[config.mk]
export PLATFORM = sky130hd
export DESIGN_NAME = rtc_watchdog
export DESIGN_NICKNAME = d
export VERILOG_FILES = /design/src/rtl/rtc_wdt_pkg.sv /design/src/rtl/wdt_gate.sv /design/src/rtl/wdt_span.sv /design/src/rtl/wdt_release.sv /design/src/rtl/wdt_flag.sv /design/src/rtl/rtc_watchdog.sv
export SDC_FILE = /design/constraint.sdc
export NUM_CORES = 1
export LEC_CHECK = 0
export BUFFER_PORTS_ARGS = -buffer_cell sky130_fd_sc_hd__buf_2
export CAP_MARGIN = 20
export CORE_MARGIN = 3
export CORE_UTILIZATION = 61
export DETAILED_ROUTE_END_ITERATION = 8
export GPL_TIMING_DRIVEN = 0
export PLACE_DENSITY = 0.81
export SYNTH_ARGS = -nofsm -noshare
export SYNTH_HDL_FRONTEND = slang
export SYNTH_SLANG_ARGS = --single-unit
[constraint.sdc]
create_clock -name clk_i -period 5 [get_ports clk_i]
set_clock_uncertainty 0.2 [all_clocks]
set_input_delay 0.25 -clock clk_i [delete_from_list [all_inputs] [get_ports clk_i]]
set_output_delay 0.25 -clock clk_i [all_outputs]
set_load 0.005 [all_outputs]
[src/rtl/rtc_wdt_pkg.sv]
package rtc_wdt_pkg;
  typedef enum logic [1:0] {
    PM_NORMAL = 2'b00,
    PM_BROWN  = 2'b01,
    PM_LCD    = 2'b10,
    PM_SLEEP  = 2'b11
  } pmode_t;
endpackage

[src/rtl/wdt_gate.sv]
// Decides whether the watchdog is allowed to count this cycle.
module wdt_gate
  import rtc_wdt_pkg::*;
(
  input  logic       dbg_en_i,
  input  logic       strap_dis_i,
  input  logic [1:0] pwr_mode_i,
  output logic       active_o
);
  pmode_t mode;
  logic   strap_ok;

  always_comb begin
    mode     = pmode_t'(pwr_mode_i);
    // the board strap only works while the supply is good
    strap_ok = strap_dis_i && (mode != PM_BROWN);
    active_o = !dbg_en_i && !strap_ok;
  end
endmodule

[src/rtl/wdt_span.sv]
// Timeout counter: counts time-base cycles since the last refresh.
module wdt_span #(
  parameter int TIMEOUT = 49152
) (
  input  logic clk_i,
  input  logic rst_i,
  input  logic active_i,
  input  logic wake_i,
  input  logic kick_i,
  input  logic hold_i,
  output logic trip_o
);
  localparam int CW = $clog2(TIMEOUT);
  localparam logic [CW-1:0] LAST = CW'(TIMEOUT - 1);

  logic [CW-1:0] cnt;
  logic          restart;

  always_comb begin
    restart = hold_i || !active_i || !wake_i || kick_i;
    // a refresh in the final cycle suppresses the trip
    trip_o  = !restart && (cnt == LAST);
  end

  always_ff @(posedge clk_i) begin
    if (rst_i) begin
      cnt <= '0;
    end else if (restart || trip_o) begin
      cnt <= '0;
    end else begin
      cnt <= cnt + 1'b1;
    end
  end
endmodule

[src/rtl/wdt_release.sv]
// Emits the reset pulse and holds the processor off for RELEASE cycles.
module wdt_release #(
  parameter int RELEASE = 4100
) (
  input  logic clk_i,
  input  logic rst_i,
  input  logic trip_i,
  output logic wdt_rst_o,
  output logic cpu_en_o
);
  localparam int HW = $clog2(RELEASE);
  localparam logic [HW-1:0] HLAST = HW'(RELEASE - 1);

  logic [HW-1:0] hcnt;

  always_ff @(posedge clk_i) begin
    if (rst_i) begin
      wdt_rst_o <= 1'b0;
      cpu_en_o  <= 1'b1;
      hcnt      <= '0;
    end else begin
      wdt_rst_o <= trip_i;
      if (trip_i) begin
        cpu_en_o <= 1'b0;
        hcnt     <= '0;
      end else if (!cpu_en_o) begin
        if (hcnt == HLAST) begin
          cpu_en_o <= 1'b1;
        end else begin
          hcnt <= hcnt + 1'b1;
        end
      end
    end
  end
endmodule

[src/rtl/wdt_flag.sv]
// Sticky overflow status; a set always beats a clear in the same cycle.
module wdt_flag
  import rtc_wdt_pkg::*;
(
  input  logic       clk_i,
  input  logic       rst_i,
  input  logic       trip_i,
  input  logic       flag_clr_i,
  input  logic [1:0] pwr_mode_i,
  output logic       flag_o
);
  logic drop;

  always_comb drop = flag_clr_i || (pmode_t'(pwr_mode_i) == PM_SLEEP);

  always_ff @(posedge clk_i) begin
    if (rst_i) begin
      flag_o <= 1'b0;
    end else if (trip_i) begin
      flag_o <= 1'b1;
    end else if (drop) begin
      flag_o <= 1'b0;
    end
  end
endmodule

[src/rtl/rtc_watchdog.sv]
module rtc_watchdog #(
  parameter int TIMEOUT = 49152,
  parameter int RELEASE = 4100
) (
  input  logic       clk_i,
  input  logic       rst_i,
  input  logic       kick_i,
  input  logic       wake_i,
  input  logic       dbg_en_i,
  input  logic       strap_dis_i,
  input  logic       flag_clr_i,
  input  logic [1:0] pwr_mode_i,
  output logic       wdt_rst_o,
  output logic       cpu_en_o,
  output logic       ovf_flag_o
);
  logic active;
  logic trip;
  logic hold;

  assign hold = !cpu_en_o;

  wdt_gate u_gate (
    .dbg_en_i    (dbg_en_i),
    .strap_dis_i (strap_dis_i),
    .pwr_mode_i  (pwr_mode_i),
    .active_o    (active)
  );

  wdt_span #(.TIMEOUT(TIMEOUT)) u_span (
    .clk_i    (clk_i),
    .rst_i    (rst_i),
    .active_i (active),
    .wake_i   (wake_i),
    .kick_i   (kick_i),
    .hold_i   (hold),
    .trip_o   (trip)
  );

  wdt_release #(.RELEASE(RELEASE)) u_rel (
    .clk_i     (clk_i),
    .rst_i     (rst_i),
    .trip_i    (trip),
    .wdt_rst_o (wdt_rst_o),
    .cpu_en_o  (cpu_en_o)
  );

  wdt_flag u_flag (
    .clk_i      (clk_i),
    .rst_i      (rst_i),
    .trip_i     (trip),
    .flag_clr_i (flag_clr_i),
    .pwr_mode_i (pwr_mode_i),
    .flag_o     (ovf_flag_o)
  );
endmodule

**Yosys cells after proc, flatten, opt, wreduce, memory -nomap -nowiden**

Index checks and enable logic that the tools add are counted.

- Logic and storage cells: 36
- Bits in registers: 32
- Output and inout bits: 3

- Reductions and logical operators: 18
- Eq/ne operators: 4
- Muxes and demuxes: 5
- Bitwise gates (word level): 2
- Add/sub/neg operators: 2

Operators with widths:

| operator | number |
|---|---|
| 16-bit by 1-bit adder with 16-bit output (second input constant) | 1 |
| 16-bit equality test (second input constant) | 1 |
| 13-bit by 1-bit adder with 13-bit output (second input constant) | 1 |
| 13-bit equality test (second input constant) | 1 |
| 1-bit zero test | 6 |
| 1-bit logical OR | 5 |
| 1-bit 2-to-1 mux | 5 |
| 2-bit OR reduction | 2 |
| 1-bit logical AND | 3 |
| 2-bit equality test (second input constant) | 1 |
| 2-bit by 1-bit != test with 1-bit output (second input constant) | 1 |
| 1-bit inverter | 2 |
| 2-bit AND reduction | 1 |
| 2-bit nonzero test | 1 |

**Longest topological paths before layout**

Gate-level depths: netlist (run 1).

- Depth in word-level cells: 12
- Depth in mapped cells: 6

**Modules after synthesis**

A second synthesis (run 1) with hierarchy kept.

- Cell total of the unflattened synthesis: 181
- Area total of the unflattened synthesis: 1602.8 um2

Modules (own cells, without submodules):

| module | cells each | times used | sequential area each (um2) | area each (um2) |
|---|---|---|---|---|
| wdt_release | 91 | 1 | 300.3 | 789.5 |
| wdt_span | 82 | 1 | 320.3 | 757.0 |
| wdt_flag | 5 | 1 | 20.0 | 37.5 |
| wdt_gate | 2 | 1 | 0.0 | 15.0 |
| rtc_watchdog | 1 | 1 | 0.0 | 3.8 |

**Worst setup path after synthesis (run 1)**

Ideal clock, no wire load.

- Path type: register to register
- Start: register u_span.cnt[0]
- End: register u_span.cnt[14]
- Path buffers: 0
- Setup time: 0.070 ns
- Data required time: 4.730 ns
- Cell stages (with the launch flop): 6
- Arrival: 1.664 ns
- Period minus slack after synthesis: 1.934 ns
- Slack: 3.066 ns
- Cell sequence: dfxtp_1 ha_1 nand2_1 or4_1 or4_1 a21oi_1

- Cells in the longest elaborated chain, start to end: 4

RTL lines:

| element | line | text |
|---|---|---|
| start: declaration | wdt_span.sv:16 | `logic [CW-1:0] cnt;` |
| start signal: assignment | wdt_span.sv:31 | `cnt <= cnt + 1'b1;` |
| parallel branches: the longest is 4 deep, another holds 16-bit by 1-bit adder with 16-bit output | -- |  |

Parallel ways; which one is timed is not known.
A chain may end at the register's enable or synchronous reset.

**Final worst setup path (run 1)**

- Start: register u_span.cnt[0]
- End: register u_span.cnt[9]

The elaborated chain is that of the path after synthesis.

==> results of run 1 <==
## area by class of cell
class | instances | area (sq um)
Clock buffer | 6 | 41.3
Clock inverter | 1 | 5.00
Tap cell | 27 | 33.8
Multi-Input combinational cell | 118 | 731
Sequential cell | 32 | 641
Buffer | 2 | 10.0
Timing Repair Buffer | 13 | 75.1
Inverter | 7 | 26.3
Fill cell | 160 | 499
## logic make-up (layout without fill, tap and decap cells)
| family | count (synthesis) | after routing | share of synthesized area, % |
|---|---|---|---|
| AO/OA/AOI/OAI | 10 | 10 | 4.53 |
| XOR/XNOR | 24 | 24 | 14.9 |
| adder cells (fa/ha/maj) | 2 | 2 | 1.78 |
| buffers and inverters | 9 | 29 | 2.58 |
| flip-flops | 32 | 32 | 45.5 |
| multiplexers | 2 | 2 | 1.42 |
| AND/OR/NAND/NOR | 80 | 80 | 29.2 |
## flip-flops by register name (all words and copies together) (netlist names)
name and count:
u_flag.flag_o 1, u_rel.hcnt 13, u_span.cnt 16, u_rel.cpu_en_o 1, u_rel.wdt_rst_o 1
## worst max-delay path, stage by stage, from the launching register on
cell and delay (ns):
dfxtp_1 0.36, ha_1 0.21, nand2_1 0.14, nor4_1 0.60
a21o_1 0.30, buf_2 0.25, nor2_1 0.08
## power groups by stage
stage                     Sequential (mW)  Clock (mW)  Combinational [mW]
after detailed placement            0.261           0             0.00884
after floorplan                     0.261           0             0.00424
after global placement              0.261           0             0.00851
after global routing                0.255       0.150              0.0110
after CTS                           0.255       0.140              0.0101
final                               0.255       0.136              0.0103
## path summary, 6_finish.rpt
kind	start	end	slack, ns	cells after the start
setup / recovery	u_span.cnt[0]	u_span.cnt[9]	2.75	6
hold / removal	pwr_mode_i[1]	u_flag.flag_o	0.03	4
setup reg to reg	u_span.cnt[0]	u_span.cnt[9]	2.75	6
hold reg to reg	u_span.cnt[0]	u_span.cnt[0]	0.25	1
## cell usage in the layout (no fill, tap or decap), drive strengths merged, types with 3 or more instances in the layout
| master | Yosys | final |
|---|---|---|
| nor2 | 34 | 34 |
| dfxtp | 32 | 32 |
| xnor2 | 21 | 21 |
| buf | 2 | 13 |
| nor3 | 9 | 9 |
| nand2 | 7 | 7 |
| nor4 | 7 | 7 |
| inv | 7 | 7 |
| nand3 | 6 | 6 |
| clkbuf | 0 | 6 |
| nand4 | 5 | 5 |
| a21oi | 3 | 3 |
| a31oi | 3 | 3 |
| xor2 | 3 | 3 |
## stage by stage
stage	util [%]	setup WS (ns)	total power [mW]
final	75.8	2.75	0.401
after global routing	75.8	2.56	0.416
after CTS	75.8	2.77	0.405
after detailed placement	72.6	2.78	0.270
after global placement	72.6	2.85	0.269
after floorplan	-	3.07	0.265
## routing by layer
layer | vias up | GRT usage, % | routed length [um]
met5 | - | 0 | 0
met4 | 0 | 12.0 | 34
met3 | 5 | 6.37 | 118
met2 | 26 | 38.5 | 1360
met1 | 522 | 26.5 | 1140
li1 | 585 | - | -
## what timing repair did
item	CTS	global route
setup buffers	0	0
resized for setup	0	0
endpoints found under the hold margin	3	0
hold buffers	2	0
==> flow_summary.ini, run 1 <==
[power]
pwr-share-seq_pct = 63.5
switchingPower_uw = 89.5
peakVddDrop_mv = 0.159
sw_frac_of_total_pct = 22.3
internal_power_uw = 312
p_comb_share_pct = 2.6
pwr-share-clk_pct = 33.9
p_leak_nw = 0.493
power_density_mw_per_mm2 = 257

[run]
maxCapViolCount = 0

[yosys]
synth_cells = 159
mappedNetlistNets = 170
synth_most_common_cell = nor2_1
synth_area_leaders = dfxtp_1 (46%), xnor2_1 (13%), nor2_1 (9.1%), nor3_1 (3.2%), nor4_1 (3.1%)
synthArstFlopShare_pct = 0
synth_common_cells = nor2_1 (34), dfxtp_1 (32), xnor2_1 (21), nor3_1 (9)
yosysTopAreaCell = dfxtp_1
synthFlopType = dfxtp_1
synth_seq_cells = 32
ys.warnings.count = 0
ys_seq_area_share_pct = 45.5
netlist_area_sq_mm = 0.00141
synth_cell_types = 29
syn_area_per_cell_sq_um = 8.85
netlist.area_leader.share_pct = 45.5
synth_edf_count = 0

[status]
status = finished clean

[global_routing]
globalRoute.totalOverflow = 0
grt_pass1_vias = 1100
antenna_found_initial = 0
grt_max_degree = 11
track_usage_pct = 23.0
grt_pass1_wl_um = 4750

[timing]
hold_slack_ns = 0.0308
setup-violations-final = 0
relSlewSlack_pct = 58.4
setup_tns_ns = 0
tightest_slew_ns = 0.618
period_needed_ns = 2.25
max_freq_mhz = 444
rsz0062_at_grt = no
slew_violations = 0
finalHoldViolCount = 0
fin_crit_sh_pct = 45.0

[floorplan]
initial_core_util_pct = 68.3
row_count = 16
ios = 12
core_sq_mm = 0.00206
die_h_um = 54.0
die_area_sq_mm = 0.00292
die_x_um = 54.0

[placed_design]
placed_area_sq_mm = 0.00150
place.gp.congestion = 0.770
post-place-cells = 197
hpwl_um = 1880
port_buffers = 11

[clock_network]
numCtsBuffers = 5
clock_latency_ns = 0.33
root_buffer = clkbuf_4
clock-sinks = 32
clk_pin_slew_ns = 0.09
clock_path_buffers = 2
htree_levels = 2
tritoncts = yes

[cells_and_area]
synthToLayoutAreaGrowth_pct = 11.0
final_area_sq_mm = 0.00156
num-nets-final = 190
antennaDiodeCount = 0
fin_cells = 206
layout-drive-gt1-share_pct = 12.3

[worst_setup_path]
critPathRequiredTime_ns = 5.03
end_kind = flop
crit_arrival_ns = 2.28
cp-start-kind = flop
worst-setup-path-type = flop to flop
cp_max_fo = 10

[route]
ant_nets = 0
drt_iter0_drc = 24
wl_per_cell_um = 12.9
vias = 1138
wirelength_um = 2660
viasPerCell = 5.52
dr.pass1.iters = 4
drc = 0

[worst_hold_path]
hp-class = input port to flop
(Power assumes the default switching activity.)
==> run 2: changes to the inputs <==
--- a/config.mk
+++ b/config.mk
@@ -8,10 +8,10 @@
 export BUFFER_PORTS_ARGS = -buffer_cell sky130_fd_sc_hd__buf_2
 export CAP_MARGIN = 20
 export CORE_MARGIN = 3
-export CORE_UTILIZATION = 61
+export CORE_UTILIZATION = 52
 export DETAILED_ROUTE_END_ITERATION = 8
 export GPL_TIMING_DRIVEN = 0
-export PLACE_DENSITY = 0.81
+export PLACE_DENSITY = 0.74
 export SYNTH_ARGS = -nofsm -noshare
 export SYNTH_HDL_FRONTEND = slang
 export SYNTH_SLANG_ARGS = --single-unit
==> constraint.sdc (replaced) <==
create_clock -name clk_i -period 2 [get_ports clk_i]
set_clock_uncertainty 0.2 [all_clocks]
set_input_delay 0.1 -clock clk_i [delete_from_list [all_inputs] [get_ports clk_i]]
set_output_delay 0.1 -clock clk_i [all_outputs]
set_load 0.005 [all_outputs]
==> run 2 against run 1 <==
Compared with the run above: core utilization down 7.4 points; clock power rose to 3.0 times the previous value; sequential power up 150%; count of clock-buffer cells in the layout up 1; maximum frequency up 17%; routed wire length up 1.1%; largest cell class unchanged; largest power group unchanged.
==> flow_summary.ini, run 2 (synthesis results as in run 1) <==
[cells_and_area]
layout-drive-gt1-share_pct = 23.3
layout.area.seq_sq_um = 654
synthToLayoutAreaGrowth_pct = 22.6
layout_common_cells = nor2_1 (34), dfxtp_1 (25), xnor2_1 (21), buf_2 (13), nor3_1 (9)
multiInputGateArea_sq_um = 777
fillCellCount = 193
num-nets-final = 200
largest_register_ffs = 16
antennaDiodeCount = 0
top_register = u_span.cnt
fin_cells = 219
top_regs = u_span.cnt (16), u_rel.hcnt (13)
final_common_cell = nor2_1

[clock_network]
root_buffer = clkbuf_4
clock_path_buffers = 2
htree_levels = 2
tritoncts = yes
clk_pin_slew_ns = 0.09
clock-sinks = 32
clock_latency_ns = 0.32
numCtsBuffers = 5

[route]
viasPerCell = 5.42
drc = 0
wl_per_cell_um = 12.3
wirelength_um = 2690
ant_nets = 0
drt_iter0_drc = 75
dr.pass1.iters = 4
vias = 1186

[worst_setup_path]
setup.worst_path.start = u_span.cnt[7]
end_kind = flop
cp-start-kind = flop
reg2reg_from = u_span.cnt[7]
critPathRequiredTime_ns = 2.07
cp_max_fo = 6
crit_arrival_ns = 2.00
worst-setup-path-type = flop to flop

[worst_hold_path]
hp-class = input port to flop
hold_start = dbg_en_i

[timing]
slew_violations = 0
setup-violations-final = 0
period_needed_ns = 1.93
fin_crit_sh_pct = 96.5
layout_setup_ws_ns = 0.0691
finalHoldViolCount = 0
max_freq_mhz = 518
setup_tns_ns = 0
tightest_slew_ns = 0.451
relSlewSlack_pct = 69.8

[global_routing]
globalRoute.totalOverflow = 0
grt_pass1_vias = 1116
track_usage_pct = 17.3
grt_pass1_wl_um = 4500
grt_max_degree = 11
antenna_found_initial = 0

[placed_design]
hpwl_um = 1810
pre_cts_ws_ns = -0.235
post-place-cells = 200
port_buffers = 11
place.gp.congestion = 0.805

[run]
maxCapViolCount = 0

[floorplan]
row_count = 18
ios = 12
die_area_sq_mm = 0.00337
die_h_um = 58.0
initial_core_util_pct = 55.8
core_sq_mm = 0.00252
die_x_um = 58.0

[status]
status = finished clean

[power]
peakVddDrop_mv = 0.464
p_leak_nw = 0.581
p_total_mw = 1.06
power_density_mw_per_mm2 = 617
run 2: critical path, cell delays in order, from the launching register on:
cell,delay [ns]
dfxtp_2,0.39
nand4_1,0.10
buf_4,0.17
or4_4,0.48
or4_4,0.43
a21oi_2,0.12
run 2: area by class of cell:
cell class	count	share of cell area, %
Buffer	2	0.580
Clock buffer	7	3.77
Inverter	7	1.52
Multi-Input combinational cell	118	45.0
Sequential cell	32	37.9
Tap cell	30	2.18
Timing Repair Buffer	23	8.99
run 2: metrics by stage:
| step | utilization [%] | hold slack [ns] | instance area [sq um] |
|---|---|---|---|
| 3_5_place_dp | 59.5 | 0.125 | 1500 |
| 5_1_grt | 68.4 | 0.0599 | 1730 |
| 4_1_cts | 64.6 | 0.0274 | 1630 |
| 6_report | 68.4 | 0.0298 | 1730 |
| 2_1_floorplan | - | -0.0309 | 1410 |
| 3_3_place_gp | 59.5 | 0.119 | 1500 |
run 2: worst paths after layout:
kind	to	slack [ns]	depth (start not counted)
worst max-delay path	u_span.cnt[14]	0.07	5
worst min-delay path	u_rel.wdt_rst_o	0.03	5
worst max register to register	u_span.cnt[14]	0.07	5
worst min register to register	u_rel.hcnt[12]	0.33	2
run 2: what timing repair did:
item	4_1_cts	5_1_grt
endpoints found under the setup margin	22	21
endpoints found under the hold margin	8	0
setup buffers	1	7
gates resized for setup	7	11
hold buffers	4	0
pin swaps	2	4
run 2: routing by layer:
metal  GRT usage [%]  wire length, um
met5               0                0
met4            8.94               42
met3            6.46              117
met2            26.8             1260
met1            20.9             1270
run 2: report_power, final:
part | switching [mW] | total (mW) | internal, mW
clock network | 0.203 | 0.402 | 0.199
registers | 0.000487 | 0.635 | 0.634
logic | 0.0126 | 0.0274 | 0.0148
total | 0.216 | 1.06 | 0.848
